$ cat src/rtl/tmv_pkg.sv
package tmv_pkg;

    typedef enum logic [1:0] {
        ST_TRIPLE = 2'd0,
        ST_PAIR   = 2'd1,
        ST_ALARM  = 2'd2
    } vote_mode_t;

    // Index of the lowest set bit of a three-bit mask (0 when empty).
    function automatic logic [1:0] low_idx3(input logic [2:0] m);
        if (m[0])      return 2'd0;
        else if (m[1]) return 2'd1;
        else if (m[2]) return 2'd2;
        else           return 2'd0;
    endfunction

    function automatic logic [1:0] pop3(input logic [2:0] m);
        return {1'b0, m[0]} + {1'b0, m[1]} + {1'b0, m[2]};
    endfunction

endpackage

$ cat src/rtl/tmv_agree.sv
// Pairwise tolerance comparison. pair_ok[k] is the agreement of the two
// lanes other than lane k, so the index names the lane left out.
module tmv_agree #(
    parameter int DW = 16
) (
    input  logic signed [DW-1:0] lane0_val,
    input  logic signed [DW-1:0] lane1_val,
    input  logic signed [DW-1:0] lane2_val,
    input  logic        [DW-1:0] agree_tol,
    output logic        [2:0]    pair_ok
);
    localparam int XW = DW + 1;

    logic signed [DW-1:0] v [3];
    assign v[0] = lane0_val;
    assign v[1] = lane1_val;
    assign v[2] = lane2_val;

    for (genvar k = 0; k < 3; k++) begin : g_pair
        localparam int IA = (k == 0) ? 1 : 0;
        localparam int IB = (k == 2) ? 1 : 2;
        logic [XW-1:0] diff;
        logic [XW-1:0] mag;
        assign diff = {v[IA][DW-1], v[IA]} - {v[IB][DW-1], v[IB]};
        assign mag  = diff[XW-1] ? (~diff + 1'b1) : diff;
        assign pair_ok[k] = (mag <= {1'b0, agree_tol});
    end

endmodule

$ cat src/rtl/tmv_select.sv
// Value and command-lane selection for the current mode.
module tmv_select
    import tmv_pkg::*;
#(
    parameter int DW = 16
) (
    input  vote_mode_t           mode,
    input  logic signed [DW-1:0] lane0_val,
    input  logic signed [DW-1:0] lane1_val,
    input  logic signed [DW-1:0] lane2_val,
    input  logic        [2:0]    excl,
    output logic signed [DW-1:0] sel_val,
    output logic        [1:0]    sel_cmd
);
    localparam int XW = DW + 1;

    logic signed [DW-1:0] lo01, hi01, mid_hi, med;
    logic signed [DW-1:0] pa, pb;
    logic        [XW-1:0] psum;
    logic        [1:0]    gone;

    always_comb begin
        lo01   = (lane0_val < lane1_val) ? lane0_val : lane1_val;
        hi01   = (lane0_val < lane1_val) ? lane1_val : lane0_val;
        mid_hi = (hi01 < lane2_val) ? hi01 : lane2_val;
        med    = (lo01 < mid_hi) ? mid_hi : lo01;
    end

    always_comb begin
        gone = low_idx3(excl);
        unique case (gone)
            2'd0:    begin pa = lane1_val; pb = lane2_val; end
            2'd1:    begin pa = lane0_val; pb = lane2_val; end
            default: begin pa = lane0_val; pb = lane1_val; end
        endcase
        psum = {pa[DW-1], pa} + {pb[DW-1], pb};
    end

    always_comb begin
        unique case (mode)
            ST_PAIR: begin
                sel_val = psum[XW-1:1];
                sel_cmd = low_idx3(~excl);
            end
            default: begin
                sel_val = med;
                if (lane0_val == med)      sel_cmd = 2'd0;
                else if (lane1_val == med) sel_cmd = 2'd1;
                else                       sel_cmd = 2'd2;
            end
        endcase
    end

endmodule

$ cat src/rtl/tmv_health.sv
// Per-lane consecutive-disagreement runs and sticky exclusion flags.
module tmv_health #(
    parameter int CNT_W = 4
) (
    input  logic             clk,
    input  logic             rst_n,
    input  logic             judge,
    input  logic [2:0]       disagree,
    input  logic [CNT_W-1:0] fault_limit,
    input  logic             clr_faults,
    output logic [2:0]       flag_q,
    output logic [2:0]       flag_d
);
    for (genvar i = 0; i < 3; i++) begin : g_lane
        logic [CNT_W-1:0] run_q, run_d;
        logic [CNT_W:0]   run_inc;

        assign run_inc = {1'b0, run_q} + 1'b1;

        always_comb begin
            run_d     = run_q;
            flag_d[i] = flag_q[i];
            if (clr_faults) begin
                run_d     = '0;
                flag_d[i] = 1'b0;
            end else if (judge && !flag_q[i]) begin
                if (disagree[i]) begin
                    run_d = run_inc[CNT_W-1:0];
                    if (run_inc >= {1'b0, fault_limit})
                        flag_d[i] = 1'b1;
                end else begin
                    run_d = '0;
                end
            end
        end

        always_ff @(posedge clk) begin
            if (!rst_n) begin
                run_q     <= '0;
                flag_q[i] <= 1'b0;
            end else begin
                run_q     <= run_d;
                flag_q[i] <= flag_d[i];
            end
        end
    end

endmodule

$ cat src/rtl/tmv_voter.sv
module tmv_voter
    import tmv_pkg::*;
#(
    parameter int DW    = 16,
    parameter int CNT_W = 4
) (
    input  logic                 clk,
    input  logic                 rst_n,
    input  logic signed [DW-1:0] lane0_val,
    input  logic signed [DW-1:0] lane1_val,
    input  logic signed [DW-1:0] lane2_val,
    input  logic [2:0]           lane_vld,
    input  logic                 frame_stb,
    input  logic [DW-1:0]        agree_tol,
    input  logic [CNT_W-1:0]     fault_limit,
    input  logic                 clr_faults,
    output logic signed [DW-1:0] vote_val,
    output logic                 vote_new,
    output logic [1:0]           cmd_lane,
    output logic [2:0]           lane_fault,
    output logic                 no_out_alarm
);
    vote_mode_t state_q, state_d;

    logic [2:0]           pair_ok;
    logic [2:0]           flag_d;
    logic [2:0]           disagree;
    logic                 accept, judge;
    logic signed [DW-1:0] sel_val;
    logic [1:0]           sel_cmd;

    assign accept = frame_stb && (&(lane_vld | lane_fault));
    assign judge  = accept && (state_q != ST_ALARM);

    tmv_agree #(.DW(DW)) u_agree (
        .lane0_val (lane0_val),
        .lane1_val (lane1_val),
        .lane2_val (lane2_val),
        .agree_tol (agree_tol),
        .pair_ok   (pair_ok)
    );

    // Who disagrees this frame depends on how many lanes still vote.
    always_comb begin
        unique case (state_q)
            ST_TRIPLE: disagree = {~(pair_ok[1] | pair_ok[0]),
                                   ~(pair_ok[2] | pair_ok[0]),
                                   ~(pair_ok[2] | pair_ok[1])};
            ST_PAIR:   disagree = ~lane_fault &
                                  {3{~pair_ok[low_idx3(lane_fault)]}};
            default:   disagree = 3'b000;
        endcase
    end

    tmv_health #(.CNT_W(CNT_W)) u_health (
        .clk         (clk),
        .rst_n       (rst_n),
        .judge       (judge),
        .disagree    (disagree),
        .fault_limit (fault_limit),
        .clr_faults  (clr_faults),
        .flag_q      (lane_fault),
        .flag_d      (flag_d)
    );

    tmv_select #(.DW(DW)) u_select (
        .mode      (state_q),
        .lane0_val (lane0_val),
        .lane1_val (lane1_val),
        .lane2_val (lane2_val),
        .excl      (lane_fault),
        .sel_val   (sel_val),
        .sel_cmd   (sel_cmd)
    );

    // Transitions: degrade, collapse, restore.
    always_comb begin
        state_d = state_q;
        unique case (state_q)
            ST_TRIPLE: begin
                if (pop3(flag_d) >= 2'd2)      state_d = ST_ALARM;
                else if (pop3(flag_d) == 2'd1) state_d = ST_PAIR;
            end
            ST_PAIR: begin
                if (pop3(flag_d) >= 2'd2)      state_d = ST_ALARM;
                else if (pop3(flag_d) == 2'd0) state_d = ST_TRIPLE;
            end
            ST_ALARM: begin
                if (pop3(flag_d) == 2'd0)      state_d = ST_TRIPLE;
            end
            default: state_d = ST_TRIPLE;
        endcase
    end

    always_ff @(posedge clk) begin
        if (!rst_n) state_q <= ST_TRIPLE;
        else        state_q <= state_d;
    end

    always_ff @(posedge clk) begin
        if (!rst_n) begin
            vote_val     <= '0;
            vote_new     <= 1'b0;
            cmd_lane     <= 2'd0;
            no_out_alarm <= 1'b0;
        end else begin
            vote_new     <= 1'b0;
            no_out_alarm <= (state_d == ST_ALARM);
            if (judge) begin
                vote_val <= sel_val;
                cmd_lane <= sel_cmd;
                vote_new <= 1'b1;
            end
        end
    end

endmodule

$ cat config.mk
export PLATFORM = sky130hd
export DESIGN_NAME = tmv_voter
export DESIGN_NICKNAME = d
export VERILOG_FILES = /design/src/rtl/tmv_pkg.sv /design/src/rtl/tmv_agree.sv /design/src/rtl/tmv_select.sv /design/src/rtl/tmv_health.sv /design/src/rtl/tmv_voter.sv
export SDC_FILE = /design/constraint.sdc
export NUM_CORES = 1
export LEC_CHECK = 0
export BUFFER_PORTS_ARGS = -buffer_cell sky130_fd_sc_hd__buf_2
export CAP_MARGIN = 20
export CORE_UTILIZATION = 53
export CTS_CLUSTER_DIAMETER = 30
export DETAILED_ROUTE_END_ITERATION = 16
export GPL_ROUTABILITY_DRIVEN = 0
export GPL_TIMING_DRIVEN = 0
export PLACE_DENSITY = 0.7
export SYNTH_ARGS = -nofsm -noshare
export SYNTH_HDL_FRONTEND = slang
export SYNTH_SLANG_ARGS = --single-unit
$ cat constraint.sdc
create_clock -name clk -period 17.1 [get_ports clk]
set_input_delay 3.42 -clock clk [delete_from_list [all_inputs] [get_ports clk]]
set_output_delay 3.42 -clock clk [all_outputs]
set_load 0.01 [all_outputs]
# After elaboration in Yosys (flattened, before gate mapping)
# Index checks and enable logic that the tools add are counted.
# W data, S select, Z words.
totals:
  wordCells: 114
  regBits: 37
  output_inout_bits: 23
  inputBits: 75
classes:
  add_sub_neg: 12
  eq_ne: 8
  muxes: 44
  n_bitwise: 14
  n_lt_le_gt_ge: 11
  reduce_logical: 14
op_table:
  columns: ["cell", "count"]
  rows:
  - ["$mux W16", 7]
  - ["$add A17 B1 Y17 const B", 3]
  - ["$le A17 B16 Y1", 3]
  - ["$mux W17", 3]
  - ["$not A17 Y17", 3]
  - ["$sub A16 B16 Y17", 3]
  - ["$lt A16 B16 Y1", 3]
  - ["$eq A16 B16 Y1", 2]
  - ["$mux W2", 14]
  - ["$add A16 B16 Y17", 1]
  - ["$add A4 B1 Y5 const B", 3]
  - ["$ge A5 B4 Y1", 3]
  - ["$mux W1", 14]
  - ["$mux W4", 3]
  - ["$eq A2 B1 Y1 const B", 3]
  - ["$logic_not A2 Y1", 3]
  - ["$pmux W2 S3", 1]
  - ["$pmux W3 S2", 1]
  - ["$logic_and A1 B1 Y1", 5]
  - ["$not A1 Y1", 5]
  - ["$eq A2 B2 Y1 const B", 2]
  - ["$reduce_or A2 Y1", 2]
  - ["$and A3 B3 Y3", 1]
  - ["$logic_not A1 Y1", 3]
  - ["10 further kinds", 12]

# Logic depth before layout (Yosys ltp)
depth:
  ltp_word: 20
  ltp_mapped: 38
  depth_no_buf: 32

# Hierarchy
# From an unflattened synthesis, not the netlist that was laid out.
hier_totals:
  cells_unflattened: 1497
  area_unflattened_um2: 11043.1
modules_own_cells:
  columns: ["mod", "seq_area_each_um2", "instances", "area_per_inst_um2", "cells_each"]
  rows:
  - ["tmv_agree", 0.0, 1, 4815.9, 664]
  - ["tmv_select", 0.0, 1, 4072.7, 590]
  - ["tmv_health", 300.3, 1, 1128.6, 128]
  - ["tmv_voter", 440.4, 1, 1026.0, 115]

# Worst setup path before layout
# Ideal clock, no wire load.
synth_timing:
  kind: "in2reg"
  from: "input lane1_val[14]"
  to: "register cmd_lane[1]"
  stages: 35
  arrival_ns: 10.145
  n_path_buf: 5
  required_ns: 16.980
  path_slack_ns: 6.834
  setup_ns: 0.120
  path_cell_list: "clkbuf_1 inv_1 ha_1 inv_1 nor3_4 a21oi_1 a31oi_2 a21o_2 buf_2 mux2_2 ha_1 a21oi_1 o221ai_1 o21ai_0 nand2_1 inv_1 o211ai_4 nand2_2 buf_2 mux2i_1 ha_1 and4_1 a21oi_1 o211ai_1 a22oi_1 o31ai_1 a2111oi_4 or2_1 buf_4 buf_2 a22oi_1 a2111oi_0 nand4_1 a21oi_1 nor3_1"
synth_between:
  elab_chain_cells: 10
  elab_cells_between_ends: 12
  classes_between: "order compare: 3; eq/ne: 2; mux: 7"
synth_rtl:
  columns: ["item", "line", "text"]
  rows:
  - ["start: declaration", "tmv_voter.sv:10", "input logic signed [DW-1:0] lane1_val,"]
  - ["$lt A16 B16 Y1", "tmv_select.sv:23, tmv_select.sv:24", null]
  - ["$mux W16", "tmv_select.sv:24", "hi01 = (lane0_val < lane1_val) ? lane1_val : lane0_val;"]
  - ["$lt A16 B16 Y1", "tmv_select.sv:25", "mid_hi = (hi01 < lane2_val) ? hi01 : lane2_val;"]
  - ["$mux W16", "tmv_select.sv:25", null]
  - ["$lt A16 B16 Y1", "tmv_select.sv:26", "med = (lo01 < mid_hi) ? mid_hi : lo01;"]
  - ["$mux W16", "tmv_select.sv:26", null]
  - ["$eq A16 B16 Y1", "tmv_select.sv:48", "else if (lane1_val == med) sel_cmd = 2'd1;"]
  - ["$mux W2", "tmv_select.sv:48", null]
  - ["$mux W2 (*)", "tmv_select.sv:47", "if (lane0_val == med) sel_cmd = 2'd0;"]
  - ["$mux W2 (*)", "tmv_select.sv:40", "unique case (mode)"]
  - ["end signal: assignment", "tmv_voter.sv:111", "cmd_lane <= sel_cmd;"]
  - ["end: declaration", "tmv_voter.sv:19", "output logic [1:0] cmd_lane,"]
# Mark *: on every way between the ends. The rest lies on a longest branch, timed or not.
# A chain may end at the register's enable or synchronous reset.

# Final worst setup path
layout_timing:
  from: "input lane1_val[1]"
  to: "register cmd_lane[1]"
# Same word-level chain as after synthesis.

==> impl_metrics.tcl <==
set metrics [dict create \
    status "finished, final reports clean" \
    yosysMostFrequentCell "ha_1" \
    slowest_delay_ns 0.70 \
    path_max_fanout 10 \
    ys_warn_count 0 \
    ant_nets 0 \
    drt_iter0_markers 1315 \
    skew_ns 0.00515 \
    setup_tns_ns 0 \
    vias 11078 \
    cts_made_buffers 5 \
    first_pass_iters 6 \
    drv_cap 0 \
    fp-row-count 50 \
    vias_per_cell 6.37 \
    synth_edf_count 0 \
    peakVddDrop_v 0.0000575 \
    grt_pass1_wl_um 53000 \
    relSlewSlack_pct 32.7 \
    crit_type "primary input to register" \
    p_leak_nw 5.09 \
    finalHoldViolations 0 \
    finalCritPeriodShare_pct 73.8 \
    rsz0062_at_grt "no" \
    synth_area_mm2 0.0101 \
    hold_path.class "register to register" \
    layout-drive-gt1-share_pct 11.1 \
    post-dp-hpwl_um 28000 \
    arrival_ns 12.78 \
    syn_area_per_cell_um2 7.19 \
    tightest_slew_ns 1.01 \
    critical_path_depth 34 \
    hold_buffers 0 \
    slew_violations 0 \
    initial_core_util_pct 54.0 \
    netlist.top_cell.by_area "ha_1" \
    cts-root-buf "clkbuf_16" \
    cp.required_ns 17.27 \
    power_density_mw_per_mm2 72.3 \
    setup_viol_count_final 0 \
    cts.sink_count 37 \
    synthDistinctLibCells 92 \
    cts.path.max_buffers 2 \
    core-area_mm2 0.0186 \
    fin_crit_ns 12.61 \
    antennaDiodeCount 0 \
    track_usage_pct 34.2 \
    totalPowerFinal_uw 794 \
    cts_tree "yes" \
    ys_seq_area_share_pct 7.36 \
    cp-start-kind "primary input" \
    clk_latency_ns 0.28 \
    nets 1743 \
    fmax_ghz 0.0793 \
    synth_flop_cell "dfxtp_1" \
    die_y_um 140 \
    slowest_stage "a21oi_1" \
    worst-path-buf-inv 7 \
    crit_family "compound AO/OA/AOI/OAI gates" \
    grt_remaining_overflow 0 \
    hold_depth 2 \
    synth.area.top_cells "ha_1, dfxtp_1, xnor2_1" \
    yosys.area.top_type_share_pct 19.9 \
    clk_pin_slew_ns 0.06 \
    rr_worst_depth 19 \
    netlist_top_cells_count "ha_1, nand2_1, nor2_1" \
    synth_fp_nets 1639 \
    netlist_instances 1399 \
    endpoint_kind "register" \
    io_pins 98 \
    async_flop_share_pct 0 \
    h-tree-depth 2 \
    drc 0 \
    die_area_mm2 0.0195 \
    routedWlPerCell_um 19.5 \
    ys_ff_latch 37 \
    cts_setup_buffers 0 \
    io_buffers 97 \
    dieWidth_um 140 \
    finalWirelength_um 33900 \
    grt_pass1_vias 10066 \
    cts-resized-gates 0 \
    antenna_found_initial 0 \
    syn_to_final_growth_pct 9.16 \
    grt_max_degree 13 \
]
==> flip-flops by register name, summed over array words and instances (netlist names) <==
| name | count |
|---|---|
| vote_new | 1 |
| cmd_lane | 2 |
| u_health.g_lane.run_q | 12 |
| u_health.flag_q | 3 |
| vote_val | 16 |
| no_out_alarm | 1 |
| state_q | 2 |
==> final timing paths <==
check / start / end / slack (ns)
hold / removal: vote_val[12]$_SDFFE_PN0P_ / vote_val[12]$_SDFFE_PN0P_ / 0.46
setup reg to reg: u_health.flag_q[2]$_SDFF_PN0_ / vote_val[15]$_SDFFE_PN0P_ / 12.34
hold reg to reg: vote_val[12]$_SDFFE_PN0P_ / vote_val[12]$_SDFFE_PN0P_ / 0.46
setup / recovery: lane1_val[1] / cmd_lane[1]$_SDFFE_PN0P_ / 4.49
==> placed cells by master, fill, tap and decap left out, types with 7 or more instances in the layout <==
cell type	n
a31oi_1	33
dfxtp_1	37
a211oi_1	12
mux2i_1	23
mux2_2	17
a21oi_1	93
o211ai_1	22
nand2_1	118
o21ai_0	89
and3_1	11
xor2_1	40
ha_1	160
nor3_1	46
a21o_1	34
clkbuf_1	36
inv_1	103
o31ai_1	8
nand3_1	49
and2_1	10
xnor2_1	71
o211a_1	7
a211o_1	7
buf_2	105
o22ai_1	9
nand2b_1	23
nor2_1	117
o21a_1	24
nor2b_1	32
nor3b_1	7
nand4_1	16
o21ai_1	7
==> power breakdown <==
part / total [mW] / internal [mW] / leakage (nW) / switching (mW)
sequential: 0.0890 / 0.0881 / 0.299 / 0.000886
combinational: 0.616 / 0.239 / 4.72 / 0.377
clock: 0.0895 / 0.0534 / 0.0696 / 0.0362
total: 0.794 / 0.380 / 5.09 / 0.414
==> cells by family (layout without fill, tap and decap cells) <==
family                   Yosys count  in the layout  share of synthesized area (%)
AND/OR/NAND/NOR                  467            467                           22.8
AO/OA/AOI/OAI                    429            429                           29.2
adder cells (fa/ha/maj)          165            165                           20.9
buffers and inverters            149            254                           5.70
XOR/XNOR                         112            112                           9.83
multiplexers                      40             40                           4.19
flip-flops                        37             37                           7.36
==> routing by layer <==
metal | global-route usage, % | vias to the layer above | wire, um
met5 | 0 | - | 0
met4 | 11.6 | 0 | 1140
met3 | 5.78 | 109 | 3350
met2 | 53.2 | 579 | 14500
met1 | 47.4 | 5044 | 14900
li1 | - | 5346 | -
==> worst min-delay path: cells and delay by family, from the launching register on <==
kind	cells	cell delay [ns]
flops	1	0.30
compound gates	1	0.06
simple gates	1	0.05
==> cell type report <==
| class | count | area, um2 |
|---|---|---|
| Fill cell | 1814 | 7660 |
| Timing Repair Buffer | 97 | 485 |
| Buffer | 45 | 183 |
| Inverter | 104 | 390 |
| Tap cell | 234 | 293 |
| Multi-Input combinational cell | 1213 | 8740 |
| Clock buffer | 5 | 125 |
| Clock inverter | 3 | 17.5 |
| Sequential cell | 37 | 741 |
==> through the flow <==
stage,hold WS (ns),setup WS [ns],instances,cell area [um2],utilization (%)
2_1_floorplan,0.449,6.83,1399,10100,-
3_3_place_gp,0.452,4.57,1730,10800,58.1
3_5_place_dp,0.452,4.67,1730,10800,58.1
4_1_cts,0.460,4.92,1738,11000,58.9
5_1_grt,0.487,4.03,1738,11000,58.9
6_report,0.458,4.49,1738,11000,58.9
No activity file was read; power rests on OpenSTA's default activity.
